--- src/rtl/tlb_pkg.sv ---
package tlb_pkg;
    localparam int VPN_W   = 20;
    localparam int PFN_W   = 20;
    localparam int OFF_W   = 12;
    localparam int ENTRIES = 8;
    localparam int CNT_W   = 16;
    localparam int IDX_W   = $clog2(ENTRIES);
    localparam int VA_W    = VPN_W + OFF_W;
    localparam int PA_W    = PFN_W + OFF_W;

    typedef logic [ENTRIES-1:0] slot_vec_t;
    typedef logic [IDX_W-1:0]   slot_idx_t;

    typedef struct packed {
        logic             valid;
        logic [VPN_W-1:0] tag;
        logic [PFN_W-1:0] pfn;
    } tlb_entry_t;

    typedef struct packed {
        logic             hit;
        logic [PFN_W-1:0] pfn;
    } xlate_t;

    function automatic slot_idx_t lowest_set(slot_vec_t v);
        slot_idx_t r = '0;
        for (int i = ENTRIES - 1; i >= 0; i--)
            if (v[i]) r = slot_idx_t'(i);
        return r;
    endfunction

    function automatic slot_idx_t onehot_idx(slot_vec_t v);
        slot_idx_t r = '0;
        for (int i = 0; i < ENTRIES; i++)
            if (v[i]) r = r | slot_idx_t'(i);
        return r;
    endfunction
endpackage

--- src/rtl/tlb_cam.sv ---
module tlb_cam
    import tlb_pkg::*;
(
    input  logic             clk,
    input  logic             rst,
    input  logic             flush,
    input  logic [VPN_W-1:0] look_vpn,
    input  logic             fill_we,
    input  slot_idx_t        fill_idx,
    input  logic [VPN_W-1:0] fill_vpn,
    input  logic [PFN_W-1:0] fill_pfn,
    output slot_vec_t        look_match,
    output slot_vec_t        fill_match,
    output slot_vec_t        valid_vec,
    output logic [PFN_W-1:0] look_pfn
);
    tlb_entry_t ent [ENTRIES];

    for (genvar i = 0; i < ENTRIES; i++) begin : g_slot
        always_ff @(posedge clk) begin
            if (rst || flush) begin
                ent[i].valid <= 1'b0;
            end else if (fill_we && fill_idx == slot_idx_t'(i)) begin
                ent[i] <= '{valid: 1'b1, tag: fill_vpn, pfn: fill_pfn};
            end
        end
        assign valid_vec[i]  = ent[i].valid;
        assign look_match[i] = ent[i].valid && (ent[i].tag == look_vpn);
        assign fill_match[i] = ent[i].valid && (ent[i].tag == fill_vpn);
    end

    always_comb begin
        look_pfn = '0;
        for (int i = 0; i < ENTRIES; i++)
            if (look_match[i]) look_pfn = look_pfn | ent[i].pfn;
    end


    single_match_chk: assert property (@(posedge clk) disable iff (rst)
        $onehot0(look_match));


    flush_clears_chk: assert property (@(posedge clk) disable iff (rst)
        flush |=> (valid_vec == '0));


    fill_installs_chk: assert property (@(posedge clk) disable iff (rst)
        (fill_we && !flush) |=> valid_vec[$past(fill_idx)]);
endmodule

--- src/rtl/tlb_repl.sv ---
module tlb_repl
    import tlb_pkg::*;
(
    input  logic      clk,
    input  logic      rst,
    input  slot_vec_t valid_vec,
    input  logic      alloc,
    output slot_idx_t victim
);
    slot_idx_t ptr;
    logic      full;

    assign full   = &valid_vec;
    assign victim = full ? ptr : lowest_set(~valid_vec);

    always_ff @(posedge clk) begin
        if (rst)
            ptr <= '0;
        else if (alloc)
            ptr <= (ptr == slot_idx_t'(ENTRIES - 1)) ? '0 : ptr + 1'b1;
    end


    free_slot_chk: assert property (@(posedge clk) disable iff (rst)
        (alloc && !full) |-> !valid_vec[victim]);
endmodule

--- src/rtl/tlb_top.sv ---
module tlb_top
    import tlb_pkg::*;
(
    input  logic             clk,
    input  logic             rst,
    input  logic             flush,
    input  logic             lk_valid,
    input  logic [VA_W-1:0]  lk_vaddr,
    output logic             lk_hit,
    output logic [PA_W-1:0]  lk_paddr,
    output logic             walk_start,
    output logic             walk_cancel,
    output logic [VPN_W-1:0] walk_vpn,
    input  logic             fill_valid,
    input  logic [VPN_W-1:0] fill_vpn,
    input  logic [PFN_W-1:0] fill_pfn,
    output logic [CNT_W-1:0] hit_count,
    output logic [CNT_W-1:0] miss_count
);
    logic [VPN_W-1:0] vpn;
    logic [OFF_W-1:0] off;
    slot_vec_t        look_match, fill_match, valid_vec;
    logic [PFN_W-1:0] cam_pfn;
    slot_idx_t        victim, fill_idx;
    logic             fill_we, in_place, alloc, fwd;
    xlate_t           res;

    assign vpn = lk_vaddr[VA_W-1:OFF_W];
    assign off = lk_vaddr[OFF_W-1:0];

    tlb_cam u_cam (
        .clk(clk), .rst(rst), .flush(flush),
        .look_vpn(vpn),
        .fill_we(fill_we), .fill_idx(fill_idx),
        .fill_vpn(fill_vpn), .fill_pfn(fill_pfn),
        .look_match(look_match), .fill_match(fill_match),
        .valid_vec(valid_vec), .look_pfn(cam_pfn)
    );

    tlb_repl u_repl (
        .clk(clk), .rst(rst),
        .valid_vec(valid_vec), .alloc(alloc), .victim(victim)
    );

    // Install path
    assign in_place = |fill_match;
    assign fill_we  = fill_valid && !flush;
    assign alloc    = fill_we && !in_place;
    assign fill_idx = in_place ? onehot_idx(fill_match) : victim;

    // Lookup path: a same-cycle refill wins over a stored entry
    assign fwd = fill_valid && (fill_vpn == vpn);
    always_comb begin
        res.hit = lk_valid && (fwd || (|look_match));
        res.pfn = fwd ? fill_pfn : cam_pfn;
    end

    assign lk_hit      = res.hit;
    assign lk_paddr    = {res.pfn, off};
    assign walk_start  = lk_valid;
    assign walk_cancel = res.hit;
    assign walk_vpn    = vpn;

    always_ff @(posedge clk) begin
        if (rst) begin
            hit_count  <= '0;
            miss_count <= '0;
        end else if (lk_valid) begin
            if (res.hit) hit_count  <= hit_count + 1'b1;
            else         miss_count <= miss_count + 1'b1;
        end
    end


    offset_pass_chk: assert property (@(posedge clk) disable iff (rst)
        lk_hit |-> (lk_paddr[OFF_W-1:0] == lk_vaddr[OFF_W-1:0]));


    cancel_needs_start_chk: assert property (@(posedge clk) disable iff (rst)
        walk_cancel |-> walk_start);


    hit_tally_chk: assert property (@(posedge clk) disable iff (rst)
        (lk_valid && lk_hit) |=> (hit_count == $past(hit_count) + 1'b1)
                                  && $stable(miss_count));


    miss_tally_chk: assert property (@(posedge clk) disable iff (rst)
        (lk_valid && !lk_hit) |=> (miss_count == $past(miss_count) + 1'b1)
                                   && $stable(hit_count));


    idle_tally_chk: assert property (@(posedge clk) disable iff (rst)
        !lk_valid |=> $stable(hit_count) && $stable(miss_count));
endmodule

--- config.mk ---
export PLATFORM = sky130hd
export DESIGN_NAME = tlb_top
export DESIGN_NICKNAME = d
export VERILOG_FILES = /design/src/rtl/tlb_pkg.sv /design/src/rtl/tlb_cam.sv /design/src/rtl/tlb_repl.sv /design/src/rtl/tlb_top.sv
export SDC_FILE = /design/constraint.sdc
export NUM_CORES = 1
export LEC_CHECK = 0
export BUFFER_PORTS_ARGS = -buffer_cell sky130_fd_sc_hd__buf_2
export CORE_ASPECT_RATIO = 0.9
export CORE_MARGIN = 5
export CORE_UTILIZATION = 55
export CTS_CLUSTER_DIAMETER = 120
export DETAILED_ROUTE_END_ITERATION = 12
export MAX_ROUTING_LAYER = met4
export PLACE_DENSITY = 0.72
export RECOVER_POWER = 50
export SKIP_CTS_REPAIR_TIMING = 1
export SLEW_MARGIN = 20
export SYNTH_ARGS = -nofsm -noshare
export SYNTH_HDL_FRONTEND = slang
export SYNTH_SLANG_ARGS = --single-unit
--- constraint.sdc ---
create_clock -name clk -period 18.2 [get_ports clk]
set_input_delay 5.46 -clock clk [delete_from_list [all_inputs] [get_ports clk]]
set_output_delay 5.46 -clock clk [all_outputs]
set_load 0.05 [all_outputs]
## Yosys cells after proc, flatten, opt, wreduce, memory -nomap -nowiden

Memories as Yosys holds them, arrays and structs flattened.
Cells that the tools add are included.

| word-level totals | value |
|---|---|
| bits of input ports | 77 |
| word-level logic and storage cells | 148 |
| register bits after elaboration | 35 |
| RAM bits | 328 |
| output and inout bits | 87 |
| memories kept | 1 |

| cells by class | value |
|---|---|
| eq/ne operators | 25 |
| add/sub/neg operators | 3 |
| bitwise operators | 17 |
| mux-type cells | 61 |
| reductions and logical operators | 38 |

Memories:

| name | depth | bits a word | read ports | clocked after Yosys merged registers in | wr ports | RTL line | source |
|---|---|---|---|---|---|---|---|
| u_cam.ent | 8 | 41 | 8 | 0 | 8 | tlb_cam.sv:17 | `tlb_entry_t ent [ENTRIES];` |

Operators with widths:

| cell | number |
|---|---|
| == test 20 bit | 17 |
| two-way mux 20 bit | 9 |
| OR 20 bit | 7 |
| two-way mux 3 bit | 15 |
| two-way mux 1 bit | 35 |
| adder 16 x 1 -> 16 bit, second input constant | 2 |
| logical AND 1 bit | 28 |
| OR reduction 8 bit | 2 |
| == test 3 bit, second input constant | 5 |
| NOT 8 bit | 1 |
| OR 1 bit | 8 |
| AND reduction 8 bit | 1 |
| == test 3 x 2 -> 1 bit, second input constant | 2 |
| two-way mux 2 bit | 2 |
| AND reduction 2 bit | 2 |
| adder 3 x 1 -> 3 bit, second input constant | 1 |
| == test 3 x 1 -> 1 bit, second input constant | 1 |
| zero test 3 bit | 1 |
| zero test 1 bit | 2 |
| logical OR 1 bit | 2 |
| NOT 1 bit | 1 |

## Depth between registers and ports, before layout

An unclocked memory read counts as a cell.

| logic depth | value |
|---|---|
| depth after elaboration | 19 |
| depth in mapped cells | 12 |
| gate-level depth less buffers | 8 |

## Cells and area by module

From an unflattened synthesis, not the netlist that was laid out.

| unflattened totals | value |
|---|---|
| cells, all modules | 1516 |
| area total of the unflattened synthesis | 18470.2 µm² |

By module, submodules not included:

| module | area each (µm²) | seq. area each (µm²) | cells an instance | times used |
|---|---|---|---|---|
| tlb_cam | 15790.1 | 9839.4 | 1146 | 1 |
| tlb_top | 2466.1 | 640.6 | 343 | 1 |
| tlb_repl | 214.0 | 60.1 | 27 | 1 |

## Least setup slack after synthesis

OpenSTA, ideal clock, no wires.

| timing | value |
|---|---|
| path kind | input to output |
| start | input port fill_vpn[13] |
| end | output port lk_paddr[12] |
| data arrival time | 8.153 ns |
| cell stages on the path | 8 |
| path slack | 4.587 ns |
| path through | buf_2 xor2_1 or4_1 or3_1 or4_1 clkbuf_1 clkbuf_1 a31oi_1 |

| on the way | value |
|---|---|
| word-level cells in the longest chain between the ends | 3 |

RTL lines:

| what | RTL line | source |
|---|---|---|
| start: declaration | tlb_top.sv:15 | `input logic [VPN_W-1:0] fill_vpn,` |
| == test 20 bit | tlb_top.sv:52 | `assign fwd = fill_valid && (fill_vpn == vpn);` |
| logical AND 1 bit | tlb_top.sv:52 |  |
| two-way mux 20 bit | tlb_top.sv:55 | `res.pfn = fwd ? fill_pfn : cam_pfn;` |
| end: declaration | tlb_top.sv:10 | `output logic [PA_W-1:0] lk_paddr,` |

Every way passes these cells.

## Final worst setup path

| timing | value |
|---|---|
| start | input port fill_vpn[2] |
| end | output port lk_paddr[31] |

The elaborated chain is that of the path after synthesis.

==> run metrics <==
Flop pwr share=0.492; Post-DRT Antenna Nets=0; Final nets=1597; Post-synth top cells=edfxtp_1 (327), xnor2_1 (273), nand4_1 (113), xor2_1 (77), nor4_1 (56); total congestion overflow=0; crit share post-route=0.796; Seq cells post-synth=roughly 360; number of global-route vias before repair=12300; ys async rst share=0; # setup viols final=0; Synth top area share=0.541; PD cells=~93 nW/µm²; Die W=201 µm; hold crit path type=reg -> reg; EDFF count, synth=around 330; crit path kind=in -> out; DRC=0; Multi-input gate area=a little under 7000 µm²; Fmax=around 0.069 GHz; Wirelength per Cell=between 20 and 30 µm; Worst-Skew Late Latency=approximately 0.54 ns; Rows=63; die height=182 µm; syn_nets=approximately 1500; Yosys Warn Count=0; Tot GR Track Use=0.284; initial DRC count=roughly 1600; Num Clock Sinks=between 300 and 400; Critical Path Start Type=primary input; P&R area growth vs syn=10.8%; GP Congestion=roughly 1.0; leading register cell type out of synthesis=edfxtp_1; Avg Cell Area, Syn=between 10 and 15 µm²; final hold vios=0; router iterations before antenna repair=5; count of buffer and inverter cells on the critical path=4; IO buf count=139; max incr delay on CP=approximately 1.1 ns; Synth Instances=approximately 1400; CTS tree=yes; Max Cap Viol=6; WL final=between 50000 and 60000 µm; Max Clock Skew=around 0.014 ns; RSZ-0062 raised after global routing=no; Internal Power=1.43 mW; status=complete, but fails checks; Yosys cell types=53; initial antenna violation count=1; CP Data Required Time=between 10 and 15 ns; Comb power frac=0.072; total CTS buffers=40; Critical Path AT=approximately 9 ns; failing checks=capacitance limit, slew limit; DP Area=around 19000 µm²; Yosys top cell by area=edfxtp_1; IO Pins=around 160; Cell Chain, Critical Path=buf_2 -> clkbuf_1 -> xor2_1 -> or4_1 -> or3_1 -> or4_1 -> buf_4 -> a31oi_1 -> buf_2; Antenna Diode Count=0; CTS Root Cell=clkbuf_16; vias=12700; leading post-synthesis cells by cell area=edfxtp_1 (54%), xnor2_1 (13%), dfxtp_1 (4.0%), nand4_1 (3.9%), xor2_1 (3.7%); clk buf depth=3; sequential share of the synthesized area=0.581; Final Cell Area=20100 µm²; Vias/cell=6.47; initial core utilization=0.553; largest net degree at the start of global routing=47; cell family with most CP delay=buffers and inverters; highest net fanout along the worst path=40; Clock power frac=0.436; Mapped Area=roughly 18000 µm²; Peak VDD IR=around 0.11 mV; die area=around 37000 µm²; Crit-path slowest cell=clkbuf_1; share of layout cells above drive strength 1=0.111; LEAKAGE=approximately 6 nW; Core Footprint=about 33000 µm²; fillers=~2600; final setup TNS=0 ns; post-DP HPWL=around 33000 µm; first-pass GRT wire length=slightly below 80000 µm; Max-Slew Margin vs Limit=-0.449; Worst Tran Pin Value=between 2 and 2.5 ns; most common cell in the netlist=edfxtp_1; register area=~11000 µm²; Max Slew Vio Count=97; Worst-path clk slew=roughly 0.070 ns; Sw Share=0.232; net switching power=approximately 430 µW; Worst Setup End Kind=output pin; Min Clock Period, post-route=14.49 ns; H-tree depth=2
[metrics by stage]
| stage | std cells | hold slack (ns) | total power [mW] | utilization | worst slack [ns] |
|---|---|---|---|---|---|
| after floorplan | 1422 | 0.488 | 1.03 | - | 4.59 |
| after global placement | 1896 | 0.462 | 1.06 | 0.577 | 4.22 |
| after detailed placement | 1896 | 0.480 | 1.07 | 0.577 | 4.27 |
| after CTS | 1970 | 0.489 | 1.87 | 0.617 | 4.23 |
| after global routing | 1970 | 0.512 | 1.92 | 0.613 | 3.48 |
| final | 1970 | 0.483 | 1.86 | 0.613 | 3.71 |
[placed cells by master (no fill, tap or decap), drive strengths merged, types with 4 or more instances in the layout]
master / count
edfxtp: 327
xnor2: 273
clkbuf: 119
nand4: 113
buf: 87
xor2: 77
nor4: 56
nor2: 46
nand3: 42
a22o: 40
a221oi: 40
dfxtp: 36
nand2: 31
a31oi: 24
a21oi: 21
or4: 19
clkinv: 18
o31ai: 14
o21ai: 14
nor3b: 13
and4: 12
or2: 12
inv: 12
nand4b: 11
nor3: 11
and3: 9
a22oi: 8
nor2b: 8
or3: 7
nand2b: 6
bufinv: 5
mux2i: 4
ha: 4
clkinvlp: 4
[sequential cells by signal, summed over array words and instances, names as in the netlist]
| signal | cells |
|---|---|
| u_cam.ent | 328 |
| hit_count | 16 |
| miss_count | 16 |
| u_repl.ptr | 3 |
[layer usage]
layer	part of all wire	track usage
met1	0.43	0.421
met2	0.42	0.403
met3	0.12	0.0528
met4	0.033	0.0809
met5	0	-
[worst register-to-register path, stage by stage (launching register included)]
cell,delay (ns)
edfxtp_1,0.54
xnor2_1,0.27
nand4_1,0.14
nor4_1,0.97
a22oi_1,0.32
a31oi_1,0.59
nand3b_1,0.30
nor2_4,0.63
buf_4,0.47
[cell families after synthesis]
family                     after synthesis  share of synthesized area
and+or+nand+nor                        408                      0.134
DFF                                    363                      0.581
xor gates and xnor gates               350                      0.169
AOI/OAI and AO/OA                      171                     0.0707
buffers and inverters                  119                     0.0390
muxes                                    7                    0.00407
adders and majority gates                4                    0.00276
[path summary, 6_finish.rpt]
check / start / to / depth (start not counted) / slack [ns]
setup / recovery: fill_vpn[2] / lk_paddr[31] / 9 / 3.71
hold / removal: hit_count[15] / hit_count[15] / 2 / 0.48
hold reg to reg: hit_count[15] / hit_count[15] / 2 / 0.48
setup reg to reg: u_cam.ent[0][26] / u_cam.ent[1][53] / 8 / 13.60
[final cells by class]
cell class | instances | area share
sequential | 363 | 0.524
timing repair buffer | 161 | 0.0371
clock inverter | 29 | 0.0151
inverter | 10 | 0.00187
clock buffer | 45 | 0.0507
tap | 422 | 0.0263
multi-input combinational | 940 | 0.345
[power groups by stage]
stage               clock network [mW]  registers [mW]  logic (mW)
floorplan                            0           0.934      0.0948
global placement                     0           0.933       0.130
detailed placement                   0           0.933       0.132
CTS                              0.824           0.916       0.133
global route                     0.866           0.916       0.141
finish                           0.813           0.916       0.134
No activity file was read; power rests on OpenSTA's default activity.
